[config.mk]
export PLATFORM = sky130hd
export DESIGN_NAME = pcore_timer
export DESIGN_NICKNAME = d
export VERILOG_FILES = /design/src/rtl/pcore_timer_pkg.sv /design/src/rtl/pcore_tmr_prescale.sv /design/src/rtl/pcore_tmr_count.sv /design/src/rtl/pcore_tmr_regs.sv /design/src/rtl/pcore_timer.sv
export SDC_FILE = /design/constraint.sdc
export NUM_CORES = 1
export LEC_CHECK = 0
export CAP_MARGIN = 20
export CELL_PAD_IN_SITES_DETAIL_PLACEMENT = 0
export CELL_PAD_IN_SITES_GLOBAL_PLACEMENT = 1
export CORE_ASPECT_RATIO = 0.8
export CORE_MARGIN = 2
export CORE_UTILIZATION = 50
export CTS_CLUSTER_SIZE = 28
export DETAILED_ROUTE_END_ITERATION = 16
export DONT_BUFFER_PORTS = 1
export HOLD_SLACK_MARGIN = 0.1
export PLACE_DENSITY = 0.79
export SLEW_MARGIN = 40
export SYNTH_ARGS = -nofsm -noshare
export SYNTH_HDL_FRONTEND = slang
export SYNTH_HIERARCHICAL = 1
export SYNTH_SLANG_ARGS = --single-unit
[constraint.sdc]
create_clock -name clk_i -period 3.7 [get_ports clk_i]
set_input_delay 0.925 -clock clk_i [delete_from_list [all_inputs] [get_ports clk_i]]
set_output_delay 0.925 -clock clk_i [all_outputs]
set_load 0.02 [all_outputs]
[src/rtl/pcore_timer_pkg.sv]
package pcore_timer_pkg;
  // word index of each register inside the window
  typedef enum logic [1:0] {
    IDX_START  = 2'd0,
    IDX_COUNT  = 2'd1,
    IDX_CTRL   = 2'd2,
    IDX_STATUS = 2'd3
  } reg_idx_e;

  // control word bit positions
  localparam int unsigned CTL_EN_BIT  = 0;
  localparam int unsigned CTL_AR_BIT  = 1;
  localparam int unsigned CTL_IE_BIT  = 2;
  localparam int unsigned CTL_PSC_LSB = 8;
endpackage

[src/rtl/pcore_tmr_prescale.sv]
module pcore_tmr_prescale #(
  parameter int PSC_W = 8
) (
  input  logic             clk_i,
  input  logic             rst_ni,
  input  logic             run_i,
  input  logic             restart_i,
  input  logic [PSC_W-1:0] psc_i,
  output logic             tick_o
);
  logic [PSC_W-1:0] div_q;

  function automatic logic period_done(input logic [PSC_W-1:0] c, input logic [PSC_W-1:0] p);
    return c >= p;
  endfunction

  assign tick_o = run_i && !restart_i && period_done(div_q, psc_i);

  always_ff @(posedge clk_i or negedge rst_ni) begin
    if (!rst_ni)                          div_q <= '0;
    else if (!run_i || restart_i || tick_o) div_q <= '0;
    else                                  div_q <= div_q + 1'b1;
  end

  AST_TICK_GAP: assert property (@(posedge clk_i) disable iff (!rst_ni)
    (tick_o && psc_i != '0) |=> (!tick_o || psc_i == '0));
endmodule

[src/rtl/pcore_tmr_count.sv]
module pcore_tmr_count #(
  parameter int CNT_W = 32
) (
  input  logic             clk_i,
  input  logic             rst_ni,
  input  logic             tick_i,
  input  logic             autold_i,
  input  logic             set_i,
  input  logic [CNT_W-1:0] set_val_i,
  input  logic             reload_i,
  input  logic [CNT_W-1:0] load_val_i,
  output logic             expire_o,
  output logic [CNT_W-1:0] cnt_o
);
  logic [CNT_W-1:0] cnt_q;

  function automatic logic [CNT_W-1:0] step_down(input logic [CNT_W-1:0] cur,
                                                 input logic ar,
                                                 input logic [CNT_W-1:0] ld);
    if (cur == CNT_W'(1)) return ar ? ld : '0;
    return cur - 1'b1;
  endfunction

  assign expire_o = tick_i && (cnt_q == CNT_W'(1));
  assign cnt_o    = cnt_q;

  always_ff @(posedge clk_i or negedge rst_ni) begin
    if (!rst_ni)       cnt_q <= '0;
    else if (set_i)    cnt_q <= set_val_i;
    else if (reload_i) cnt_q <= load_val_i;
    else if (tick_i)   cnt_q <= step_down(cnt_q, autold_i, load_val_i);
  end

  AST_AUTO_RELOAD: assert property (@(posedge clk_i) disable iff (!rst_ni)
    (expire_o && autold_i) |=> (cnt_q == $past(load_val_i)));
  AST_ONESHOT_STOP: assert property (@(posedge clk_i) disable iff (!rst_ni)
    (expire_o && !autold_i) |=> (cnt_q == '0));
  AST_COUNT_HOLD: assert property (@(posedge clk_i) disable iff (!rst_ni)
    (!tick_i && !set_i && !reload_i) |=> $stable(cnt_q));
endmodule

[src/rtl/pcore_tmr_regs.sv]
module pcore_tmr_regs
  import pcore_timer_pkg::*;
#(
  parameter int CNT_W  = 32,
  parameter int PSC_W  = 8,
  parameter int ADDR_W = 5
) (
  input  logic              clk_i,
  input  logic              rst_ni,
  input  logic              bus_sel_i,
  input  logic              bus_wr_i,
  input  logic [ADDR_W-3:0] bus_waddr_i,
  input  logic [CNT_W-1:0]  bus_wdata_i,
  input  logic [CNT_W-1:0]  cnt_i,
  input  logic              expire_i,
  output logic [CNT_W-1:0]  load_o,
  output logic              en_o,
  output logic              autold_o,
  output logic [PSC_W-1:0]  psc_o,
  output logic              set_o,
  output logic [CNT_W-1:0]  set_val_o,
  output logic              reload_o,
  output logic              restart_o,
  output logic              irq_o,
  output logic [CNT_W-1:0]  bus_rdata_o
);
  localparam int IDX_W = ADDR_W - 2;

  logic [CNT_W-1:0] load_q;
  logic [PSC_W-1:0] psc_q;
  logic en_q, ar_q, ie_q, flag_q, irq_q;

  logic wr_w, wr_start, wr_count, wr_ctrl, wr_stat, running_w, start_w;

  function automatic logic [CNT_W-1:0] ctrl_word(input logic en, input logic ar,
                                                 input logic ie, input logic [PSC_W-1:0] p);
    logic [CNT_W-1:0] w;
    w = '0;
    w[CTL_EN_BIT] = en;
    w[CTL_AR_BIT] = ar;
    w[CTL_IE_BIT] = ie;
    w[CTL_PSC_LSB +: PSC_W] = p;
    return w;
  endfunction

  assign wr_w      = bus_sel_i && bus_wr_i;
  assign wr_start  = wr_w && (bus_waddr_i == IDX_W'(IDX_START));
  assign wr_count  = wr_w && (bus_waddr_i == IDX_W'(IDX_COUNT));
  assign wr_ctrl   = wr_w && (bus_waddr_i == IDX_W'(IDX_CTRL));
  assign wr_stat   = wr_w && (bus_waddr_i == IDX_W'(IDX_STATUS));
  assign running_w = en_q && (cnt_i != '0);
  assign start_w   = wr_ctrl && bus_wdata_i[CTL_EN_BIT] && !running_w;

  assign set_o     = wr_start || wr_count;
  assign set_val_o = bus_wdata_i;
  assign reload_o  = start_w && bus_wdata_i[CTL_AR_BIT];
  assign restart_o = set_o || start_w;
  assign load_o    = load_q;
  assign en_o      = en_q;
  assign autold_o  = ar_q;
  assign psc_o     = psc_q;
  assign irq_o     = irq_q;

  always_ff @(posedge clk_i or negedge rst_ni) begin
    if (!rst_ni) begin
      load_q <= '0;
      en_q   <= 1'b0;
      ar_q   <= 1'b0;
      ie_q   <= 1'b0;
      psc_q  <= '0;
      flag_q <= 1'b0;
      irq_q  <= 1'b0;
    end else begin
      if (wr_start) load_q <= bus_wdata_i;
      if (wr_ctrl) begin
        en_q  <= bus_wdata_i[CTL_EN_BIT];
        ar_q  <= bus_wdata_i[CTL_AR_BIT];
        ie_q  <= bus_wdata_i[CTL_IE_BIT];
        psc_q <= bus_wdata_i[CTL_PSC_LSB +: PSC_W];
      end
      if (expire_i)                        flag_q <= 1'b1;
      else if (wr_stat && bus_wdata_i[0])  flag_q <= 1'b0;
      irq_q <= flag_q && ie_q;
    end
  end

  always_comb begin
    bus_rdata_o = '0;
    case (bus_waddr_i)
      IDX_W'(IDX_START):  bus_rdata_o = load_q;
      IDX_W'(IDX_COUNT):  bus_rdata_o = en_q ? cnt_i : '0;
      IDX_W'(IDX_CTRL):   bus_rdata_o = ctrl_word(en_q, ar_q, ie_q, psc_q);
      IDX_W'(IDX_STATUS): bus_rdata_o = {{(CNT_W-1){1'b0}}, flag_q};
      default:            bus_rdata_o = '0;
    endcase
  end

  AST_EXPIRE_SETS: assert property (@(posedge clk_i) disable iff (!rst_ni)
    expire_i |=> flag_q);
  AST_FLAG_STICKY: assert property (@(posedge clk_i) disable iff (!rst_ni)
    (flag_q && !(wr_stat && bus_wdata_i[0])) |=> flag_q);
  AST_IRQ_SOURCE: assert property (@(posedge clk_i) disable iff (!rst_ni)
    $rose(irq_q) |-> ($past(flag_q) && $past(ie_q)));
  AST_RUNNING_KEEP: assert property (@(posedge clk_i) disable iff (!rst_ni)
    (wr_ctrl && running_w && bus_wdata_i[CTL_EN_BIT]) |-> !reload_o);
endmodule

[src/rtl/pcore_timer.sv]
module pcore_timer #(
  parameter int CNT_W  = 32,
  parameter int PSC_W  = 8,
  parameter int ADDR_W = 5
) (
  input  logic              clk_i,
  input  logic              rst_ni,
  input  logic              bus_sel_i,
  input  logic              bus_wr_i,
  input  logic [ADDR_W-3:0] bus_waddr_i,
  input  logic [CNT_W-1:0]  bus_wdata_i,
  output logic [CNT_W-1:0]  bus_rdata_o,
  output logic              irq_o
);
  logic [CNT_W-1:0] cnt_w, load_w, set_val_w;
  logic [PSC_W-1:0] psc_w;
  logic en_w, ar_w, set_w, reload_w, restart_w, tick_w, expire_w, run_w;

  assign run_w = en_w && (cnt_w != '0);

  pcore_tmr_regs #(.CNT_W(CNT_W), .PSC_W(PSC_W), .ADDR_W(ADDR_W)) regs_i (
    .clk_i, .rst_ni, .bus_sel_i, .bus_wr_i, .bus_waddr_i, .bus_wdata_i,
    .cnt_i(cnt_w), .expire_i(expire_w), .load_o(load_w), .en_o(en_w),
    .autold_o(ar_w), .psc_o(psc_w), .set_o(set_w), .set_val_o(set_val_w),
    .reload_o(reload_w), .restart_o(restart_w), .irq_o, .bus_rdata_o
  );

  pcore_tmr_prescale #(.PSC_W(PSC_W)) pre_i (
    .clk_i, .rst_ni, .run_i(run_w), .restart_i(restart_w), .psc_i(psc_w),
    .tick_o(tick_w)
  );

  pcore_tmr_count #(.CNT_W(CNT_W)) cnt_i (
    .clk_i, .rst_ni, .tick_i(tick_w), .autold_i(ar_w), .set_i(set_w),
    .set_val_i(set_val_w), .reload_i(reload_w), .load_val_i(load_w),
    .expire_o(expire_w), .cnt_o(cnt_w)
  );

  AST_ZERO_QUIET: assert property (@(posedge clk_i) disable iff (!rst_ni)
    (cnt_w == '0) |-> !tick_w);
endmodule

==> impl_results.md, run 1 <==
- Clock Path Buffers: 2
- Remaining Overflow, GRT: 0
- Syn nets: 617
- Diodes inserted: 0
- Status: complete, no violations
- Post-synth top area share: 38.4%
- Period utilization: 79.9%
- Final setup margin: 742 ps
- Area leader, netlist: dfrtp_1
- Largest net degree at the start of global routing: 86
- Port Buffers: 0
- Starting density of the core: 51.1%
- ANT nets after route: 0
- Crit path capture type: flop
- Worst EP required: 3920 ps
- Gpl congestion: 0.978
- EDFF count, synth: 0
- Post-synthesis sequential area ratio: 38.4%
- Tmin final: 2960 ps
- Mean area per synthesized cell: 9.78 µm²
- Clk sink count: 85
- Mapped Area: 5540 µm²
- Leak pwr: 2.29 nW
- CP arrival: 3170 ps
- Dpl ws: 686 ps
- Post-DR wirelength/cell: 22.5 µm
- Synthesis warning total: 6
- Sw power: 1.27 mW
- Post-synthesis cell type count: 68
- Area contributors post-synth: dfrtp_1, mux2_2, buf_4
- CTS Buf Count: 9
- # rows: 34
- DRC viols: 0
- DRT Pass-1 Iters: 5
- Switching share of power: 37.7%
- DIE WIDTH: 122 µm
- Fmax: 338 MHz
- Total GRT Usage: 26.6%
- Commonest non-fill, non-tap cell in the layout: dfrtp_1
- Vias in the first global route: 4552
- Dominant synthesized flop cell: dfrtp_1
- Worst-Margin Slew: 816 ps
- Postcts setup bufs: 0
- Worst-Skew Late Latency: 340 ps
- Max_cap viols: 0
- Logic pwr share: 23.3%
- Final setup fails: 0
- CTS resizes: 0
- Final Max Tran Viols: 0
- Root buffer cell: clkbuf_16
- Asr flop ratio synth: 100%
- Cells after Synth: 567
- Initial DRC Count: 482
- CTS tree: yes
- Peak VDD IR: 297 µV
- I/O pin cnt: 72
- DP Wirelength: 10800 µm
- Synthesis-to-finish area growth: 3.75%
- First-pass GRT wire length: 25100 µm
- Internal power: 2.10 mW
- Flop pwr share: 49.7%
- Power per cell area: 586 nW/µm²
- Initial antenna violation count: 0
- CP Launch Type: flop
- CTS H-tree depth: 3
- Clock skew: 8.87 ps
- Critical path class: flop to flop
- Fin nets: 580
- Slew margin rel.: 45.6%
- Hold Path Class: primary input to async pin
- Layout cell share with drive strength beyond 1: 18.1%
- DRT Wirelength: 15300 µm
- Total core area: 10800 µm²
- Clock transition at path regs: 60 ps
- Unrepaired setup endpoints after global routing: no
- Synth Register Bits: 85
- Vias per inst: 6.81
- CTS Hold Bufs: 0
- Die H: 98.2 µm
- Clock Power Share: 27.0%
- Final TNS setup: 0 ps
- Via Count: 4621
- Die ar.: 12000 µm²
- CP Max Fanout: 15
- Commonest cells after routing, fill and taps aside: dfrtp_1, nor2_1, mux2_2
- Final hold violations: 0
==> power groups by stage <==
stage | combinational (mW) | sequential (mW) | clock, mW
floorplan | 0.666 | 1.50 | 0
global placement | 0.751 | 1.66 | 0
detailed placement | 0.770 | 1.67 | 0
CTS | 0.776 | 1.66 | 0.928
global route | 0.870 | 1.72 | 0.969
finish | 0.784 | 1.68 | 0.911
==> worst paths after layout <==
check                                 from                 to  slack [ps]  cells after the start
setup / recovery           cnt_i/cnt_o[10]    cnt_i/cnt_o[22]         740                     12
hold / removal                      rst_ni  regs_i/load_o[20]         280                      0
setup reg to reg           cnt_i/cnt_o[10]    cnt_i/cnt_o[22]         740                     12
hold reg to reg                regs_i/ie_q       regs_i/irq_o         520                      1
max in group asynchronous           rst_ni       regs_i/irq_o        3320                      0
min in group clk_i             regs_i/ie_q       regs_i/irq_o         520                      1
==> Yosys cell counts, types with 9 or more instances <==
master	n
dfrtp_1	85
nor2_1	43
mux2_2	38
buf_4	37
inv_1	26
nand2_1	25
nor4_1	23
a22o_1	22
o22ai_1	22
a221oi_1	19
clkbuf_1	17
o21ai_0	16
nor3_1	15
xor2_1	15
a21oi_1	11
ha_1	11
a222oi_1	10
nand3_1	10
nand4_1	9
==> flip-flops by register name, indices dropped and copies added (netlist names) <==
register and flops:
cnt_i/cnt_o 32, pre_i/div_q 8, regs_i/autold_o 1, regs_i/en_o 1
regs_i/flag_q 1, regs_i/ie_q 1, regs_i/irq_o 1, regs_i/load_o 32
regs_i/psc_o 8
==> layer usage <==
layer  up-vias  wire [µm]  GRT usage [%]  share of wire, %
met1      2309       7150           41.2                47
met3        21       1450           6.02               9.5
met5         -          0              0                 0
li1       2052          -              -                 -
met2       239       6520           37.9                43
met4         0        174           5.84               1.1
==> worst max-delay path: stages (launching register included) <==
cell      delay [ps]
dfrtp_1          500
nor4_1           360
nand4_1          200
o21a_1           230
o21bai_1         130
nand2b_1         190
nor2b_1           70
buf_4            170
or3_1            320
buf_4            210
and2_4           180
a32oi_1          170
o21ai_0          100
==> logic make-up after synthesis <==
kind of cell             synth area share, %
AND/OR/NAND/NOR                         17.5
multiplexers                            8.89
buffers and inverters                   9.41
adder cells (fa/ha/maj)                 2.48
AO/OA/AOI/OAI                           20.1
flip-flops                              38.4
XOR/XNOR                                3.32
==> through the flow <==
stage	area (µm²)	power, mW	hold slack (ps)	std cells	utilization (%)
2_1_floorplan	5540	2.17	472	567	-
3_3_place_gp	5450	2.41	498	663	50.2
3_5_place_dp	5450	2.44	505	663	50.2
4_1_cts	5750	3.36	268	679	53.0
5_1_grt	5750	3.55	263	679	53.0
6_report	5750	3.37	278	679	53.0
==> area by class of cell <==
type	instances	area [µm²]
Inverter	26	97.6
Sequential cell	85	2130
Tap cell	144	180
Clock buffer	10	239
Clock inverter	6	62.6
Timing Repair Buffer	18	135
Multi-Input combinational cell	390	2910
Fill cell	988	5100
Power figures use the tool's default switching activity.
==> inputs of run 2 (changes only) <==
==> constraint.sdc (replaced) <==
create_clock -name clk_i -period 2.8 [get_ports clk_i]
set_input_delay 0.7 -clock clk_i [delete_from_list [all_inputs] [get_ports clk_i]]
set_output_delay 0.7 -clock clk_i [all_outputs]
set_load 0.02 [all_outputs]
==> run 2 against run 1 <==
Hold slack lost 29 ps. Highest routed layer unchanged. Critical path type unchanged. Wire length rose by 4.2%. Sequential share of layout area fell by 2.2 points. Clock skew shrank 1.9 ps. Register-to-register slack got worse by 590 ps. Cell count grew 5.2%. Flip-flop and latch count did not move. Sequential power up 18%. Design area rose by 6.3%. Via count grew 0.91%. Largest cell class unchanged.
==> impl_results.md, run 2 (synthesized netlist as in run 1, its figures left out) <==
- Clock transition at path regs: 60 ps (about the same)
- CTS tree: yes
- Commonest non-fill, non-tap cell in the layout: dfrtp_1
- Final hold violations: 0 (unchanged)
- Worst r2r path cells: 10 (-2)
- CP max-delay cell: dfrtp_1
- Port Buffers: 0 (unchanged)
- ANT nets after route: 0 (unchanged)
- Largest net degree at the start of global routing: 86 (unchanged)
- Register area: 2130 µm² (unchanged)
- Gpl congestion: 0.936 (-4.4%)
- Final setup fails: 0 (unchanged)
- CTS Buf Count: 9 (unchanged)
- Initial DRC Count: 512 (+6.2%)
- Grt met3 use: 6.37% (+0.35 points)
- Total core area: 10800 µm² (unchanged)
- Period utilization: 94.4% (+14 points)
- Crit-path max cell delay: 460 ps (-40 ps)
- Commonest cells after routing, fill and taps aside: dfrtp_1, buf_4, nor2_1
- Worst R2R End: cnt_i/cnt_o[28]
- Worst-Skew Late Latency: 340 ps (about the same)
- CP Launch Type: flop
- Crit path capture type: flop
- Tmin final: 2640 ps (-314 ps)
- # rows: 34 (unchanged)
- I/O pin cnt: 72 (unchanged)
- Status: complete, no violations
- M2 GR Usage: 38.8% (+0.86 points)
- DRT Wirelength: 15900 µm (+4.2%)
- CTS H-tree depth: 3 (unchanged)
- Diodes inserted: 0 (unchanged)
- Peak VDD IR: 332 µV (+12%)
- Die H: 98.2 µm (unchanged)
- Reg2Reg Setup Slack: 160 ps (-590 ps)
- Fin nets: 615 (+6.0%)
- Via Count: 4663 (+0.91%)
- Hold Path Class: primary input to async pin
- Post-DR wirelength/cell: 22.3 µm (-0.92%)
- Starting density of the core: 51.1% (unchanged)
- Hold slack: 248 ps (-29.3 ps)
- Worst EP required: 3010 ps (-910 ps)
- Vias per inst: 6.53 (-4.0%)
- Die ar.: 12000 µm² (unchanged)
- First-pass GRT wire length: 25600 µm (+2.1%)
- CP Max Fanout: 6 (-9)
- Power per cell area: 776 nW/µm² (+32%)
- Final TNS setup: 0 ps (unchanged)
- Max_cap viols: 0 (unchanged)
- Met1 usage: 42.4% (+1.2 points)
- CP arrival: 2850 ps (-320 ps)
- Footprint of the multi-input gates: 2930 µm² (+0.64%)
- Critical path class: flop to flop
- Reg2Reg Launch Point: cnt_i/cnt_o[25]
- Leak pwr: 2.48 nW (+8.2%)
- Worst-Margin Slew: 701 ps (-114 ps)
- Layout cell share with drive strength beyond 1: 23.9% (+5.7 points)
- DRT Pass-1 Iters: 6 (+1)
- DIE WIDTH: 122 µm (unchanged)
- Unrepaired setup endpoints after global routing: no
- Clk sink count: 85 (unchanged)
- Postcts setup bufs: 0 (unchanged)
- Root buffer cell: clkbuf_16
- Fmax: 378 MHz (+12%)
- Final Max Tran Viols: 0 (unchanged)
- Synthesis-to-finish area growth: 10.2%
- Crit-path cells: nor4_1 -> nand4_1 -> o21a_1 -> o21bai_1 -> nand2b_1 -> nor2b_1 -> or3_4 -> and2_4 -> a31oi_1 -> o31ai_1
- Total GRT Usage: 27.4% (+0.77 points)
- Initial antenna violation count: 0 (unchanged)
- Clock Path Buffers: 2 (unchanged)
- Slew margin rel.: 53.2% (+7.6 points)
- Remaining Overflow, GRT: 0 (unchanged)
- Vias in the first global route: 4490 (-1.4%)
- Fillers: 970 (-1.8%)
- Busiest grt layer: met1
- DP Wirelength: 11500 µm (+6.7%)
- DRC viols: 0 (unchanged)
- Clock skew: 6.95 ps (-1.91 ps)
==> run 2: changes by cell type in the layout (fill, tap and decap cells not counted), moves of 2 or more <==
cell        change
clkbuf_8        +2
nor4_1          -2
buf_4          +29
buf_12          +5
clkinv_4        +3
clkinvlp_4      -3
nor4_2          +2
==> run 2: report_power, final <==
group,switching [mW],internal (mW),total (mW)
Combinational,0.892,0.690,1.58
Clock,0.503,0.678,1.18
Sequential,0.402,1.57,1.98
Total,1.80,2.94,4.74
==> run 2: repair_timing <==
item | CTS | global route
setup endpoints to repair | 0 | 16
hold buffers | 1 | 0
resized for setup | 0 | 4
hold endpoints to repair | 85 | 0
==> run 2: cell type report <==
type,count,share of cell area [%]
Tap cell,144,2.95
Inverter,26,1.60
Sequential cell,85,34.8
Multi-Input combinational cell,390,47.9
Timing Repair Buffer,53,7.86
Clock buffer,12,4.36
Clock inverter,4,0.512
==> run 2: critical path: cells and delay by family, from the launching register on <==
kind            cells  cell delay [ps]
compound gates      4              690
flops               1              460
simple gates        6             1360
==> run 2: per-layer routing <==
| layer | wire (µm) | part of all wire (%) | vias up |
|---|---|---|---|
| li1 | - | - | 2117 |
| met1 | 7590 | 48 | 2336 |
| met2 | 6940 | 44 | 195 |
| met3 | 1260 | 7.9 | 15 |
| met4 | 150 | 0.94 | 0 |
| met5 | 0 | 0 | - |
==> run 2: per-stage QoR <==
| stage | cell area, µm² | utilization [%] | power, mW | setup slack [ps] | cells |
|---|---|---|---|---|---|
| 6_report | 6110 | 56.3 | 4.74 | 156 | 714 |
| 5_1_grt | 6110 | 56.3 | 4.98 | 27.4 | 714 |
| 4_1_cts | 6090 | 56.2 | 4.72 | 106 | 714 |
| 3_5_place_dp | 5770 | 53.2 | 3.50 | 132 | 697 |
| 3_3_place_gp | 5770 | 53.2 | 3.46 | 189 | 697 |
| 2_1_floorplan | 5550 | - | 2.87 | 35.1 | 567 |
==> run 2: worst max-delay path by stage <==
stage | startpoint | endpoint | slack, ps
floorplan | bus_waddr_i[2] | cnt_i/cnt_o[24] | 40
global placement | regs_i/psc_o[1] | cnt_i/cnt_o[28] | 190
detailed placement | cnt_i/cnt_o[26] | cnt_i/cnt_o[28] | 130
CTS | cnt_i/cnt_o[26] | cnt_i/cnt_o[28] | 110
global route | cnt_i/cnt_o[14] | cnt_i/cnt_o[31] | 30
finish | cnt_i/cnt_o[25] | cnt_i/cnt_o[28] | 160
==> inputs of run 3 (changes only) <==
--- a/config.mk
+++ b/config.mk
@@ -15,7 +15,7 @@
 export DETAILED_ROUTE_END_ITERATION = 16
 export DONT_BUFFER_PORTS = 1
 export HOLD_SLACK_MARGIN = 0.1
-export PLACE_DENSITY = 0.79
+export PLACE_DENSITY_LB_ADDON = 0.1
 export SLEW_MARGIN = 40
 export SYNTH_ARGS = -nofsm -noshare
 export SYNTH_HDL_FRONTEND = slang
==> run 3 against run 2 <==
Via count up 2.0%. Maximum frequency down 3.0%. Largest cell class unchanged. Largest power group unchanged. Sequential power shrank 4%. Flip-flop and latch count is the same. Highest routed layer unchanged.
==> impl_results.md, run 3 (synthesized netlist as in run 1, its figures left out) <==
- Status: complete, no violations
- Hold Path Class: primary input to async pin
- Total GRT Usage: 29.4% (+2.0 points)
- I/O pin cnt: 72 (unchanged)
- CP max-delay cell: dfrtp_1
- Initial DRC Count: 658 (+29%)
- Slew margin rel.: 55.6% (+2.4 points)
- Crit-path cells: nor4_1 -> nand4_1 -> o21a_1 -> o21bai_1 -> nand2b_1 -> nor2b_1 -> buf_4 -> nor3_1 -> buf_4 -> nor4_2 -> a21oi_1 -> nand3_1
- Worst R2R End: cnt_i/cnt_o[11]
- Post-DR wirelength/cell: 23.5 µm (+5.4%)
- Worst EP required: 3010 ps (about the same)
- Clock transition at path regs: 60 ps (about the same)
- CTS Buf Count: 9 (unchanged)
- Design area: 6150 µm² (+0.70%)
- Final hold violations: 0 (unchanged)
- Peak VDD IR: 398 µV (+20%)
- Layout Utilization: 56.7% (+0.39 points)
- Hold slack: 235 ps (-13.7 ps)
- Largest net degree at the start of global routing: 86 (unchanged)
- CP Launch Type: flop
- Critical path buffer and inverter count: 2 (+2)
- CP Max Fanout: 9 (+3)
- Total core area: 10800 µm² (unchanged)
- Layout cell share with drive strength beyond 1: 24.7% (+0.84 points)
- Final Max Tran Viols: 0 (unchanged)
- Critical path class: flop to flop
- Worst-Margin Slew: 666 ps (-35.6 ps)
- Worst-Skew Late Latency: 340 ps (about the same)
- Initial antenna violation count: 0 (unchanged)
- Pwr Total: 4.84 mW (+2.2%)
- DRT Wirelength: 17000 µm (+6.8%)
- Root buffer cell: clkbuf_16
- DRC viols: 0 (unchanged)
- Max_cap viols: 0 (unchanged)
- Die H: 98.2 µm (unchanged)
- CP Depth: 12 (+2)
- Logic pwr share: 35.8% (+2.4 points)
- CP endpoint: cnt_i/cnt_o[11]
- Dpl ws: 83.1 ps (-48.5 ps)
- Port Buffers: 0 (unchanged)
- Leak pwr: 2.51 nW (+0.96%)
- DP Cell Count: 706 (+1.3%)
- Family with the most delay on the worst path: simple AND/OR/NAND/NOR gates
- Final Instance Count excl. Fillers: 723 (+1.3%)
- Clock Path Buffers: 2 (unchanged)
- Diodes inserted: 0 (unchanged)
- Crit path capture type: flop
- Most frequent CP cell: buf_4
- Gpl congestion: 1.02 (+8.9%)
- ANT nets after route: 0 (unchanged)
- Sw power: 1.82 mW (+0.97%)
- Synthesis-to-finish area growth: 11.0%
- DP Wirelength: 12200 µm (+6.4%)
- DRT Pass-1 Iters: 6 (unchanged)
- Die ar.: 12000 µm² (unchanged)
- Fin nets: 624 (+1.5%)
- Vias in the first global route: 4634 (+3.2%)
- Fmax: 367 MHz (-3.0%)
- CTS H-tree depth: 3 (unchanged)
- Reg2Reg Setup Slack: 70 ps (-80 ps)
- Tmin final: 2730 ps (+81.1 ps)
- Worst Setup SP: cnt_i/cnt_o[1]
- DIE WIDTH: 122 µm (unchanged)
- Flop pwr share: 39.3% (-2.4 points)
- Final TNS setup: 0 ps (unchanged)
- Internal power: 3.03 mW (+2.9%)
- Reg2Reg Launch Point: cnt_i/cnt_o[1]
- Period utilization: 97.3% (+2.9 points)
- Dpl cell area: 5810 µm² (+0.74%)
- CP arrival: 2930 ps (+80 ps)
- Starting density of the core: 51.1% (unchanged)
- Clock skew: 6.12 ps (-0.828 ps)
- Crit-path max cell delay: 430 ps (-30 ps)
- Vias per inst: 6.58 (+0.72%)
- Commonest non-fill, non-tap cell in the layout: dfrtp_1
- Worst r2r path cells: 12 (+2)
- Remaining Overflow, GRT: 0 (unchanged)
- CTS tree: yes
- Postcts setup bufs: 0 (unchanged)
- Switching share of power: 37.5% (-0.44 points)
- Clock Power Share: 24.9% (about the same)
- First-pass GRT wire length: 27100 µm (+5.7%)
- Power per cell area: 787 nW/µm² (+1.4%)
- Via Count: 4756 (+2.0%)
- Final setup fails: 0 (unchanged)
- # rows: 34 (unchanged)
- Clk sink count: 85 (unchanged)
- Commonest cells after routing, fill and taps aside: dfrtp_1, buf_4, nor2_1
- Final setup margin: 74.7 ps (-81.1 ps)
==> run 3: cell count changes in the layout (fill, tap and decap cells not counted), moves of 2 or more <==
cell,previous run,this run
clkinv_4,3,0
buf_12,5,3
clkbuf_8,3,1
clkinvlp_4,0,2
clkbuf_1,0,3
buf_4,47,58
==> run 3: cell type report <==
| class | instances | area, µm² |
|---|---|---|
| Multi-Input combinational cell | 390 | 2930 |
| Tap cell | 144 | 180 |
| Fill cell | 982 | 4690 |
| Sequential cell | 85 | 2130 |
| Clock inverter | 3 | 45.0 |
| Timing Repair Buffer | 62 | 523 |
| Inverter | 26 | 97.6 |
| Clock buffer | 13 | 250 |
==> run 3: how the worst min path moves through the flow <==
stage                     cells past startpoint  slack [ps]   start                end
after floorplan                               0         400  rst_ni     cnt_i/cnt_o[0]
after global placement                        0         410  rst_ni  regs_i/load_o[21]
after detailed placement                      0         410  rst_ni  regs_i/load_o[28]
after CTS                                     1         280  rst_ni  regs_i/load_o[28]
after global routing                          1         280  rst_ni  regs_i/load_o[28]
final                                         1         230  rst_ni  regs_i/load_o[28]
==> run 3: power groups by stage <==
stage | Combinational [mW] | Sequential, mW | Clock (mW)
6_report | 1.73 | 1.91 | 1.20
5_1_grt | 1.87 | 1.94 | 1.28
4_1_cts | 1.70 | 1.88 | 1.23
3_5_place_dp | 1.66 | 1.90 | 0
3_3_place_gp | 1.64 | 1.90 | 0
2_1_floorplan | 0.880 | 1.99 | 0
==> run 3: what timing repair did <==
| item | 4_1_cts | 5_1_grt |
|---|---|---|
| hold endpoints to repair | 85 | 0 |
| gates resized for setup | 0 | 5 |
| endpoints found under the setup margin | 0 | 14 |
| hold buffers | 1 | 0 |
==> run 3: metal layers <==
| metal | track usage (%) | vias to the layer above | wire [µm] |
|---|---|---|---|
| met5 | 0 | - | 0 |
| met4 | 5.04 | 0 | 179 |
| met2 | 41.7 | 255 | 7300 |
| met3 | 6.37 | 26 | 1540 |
| li1 | - | 2130 | - |
| met1 | 46.4 | 2345 | 8000 |
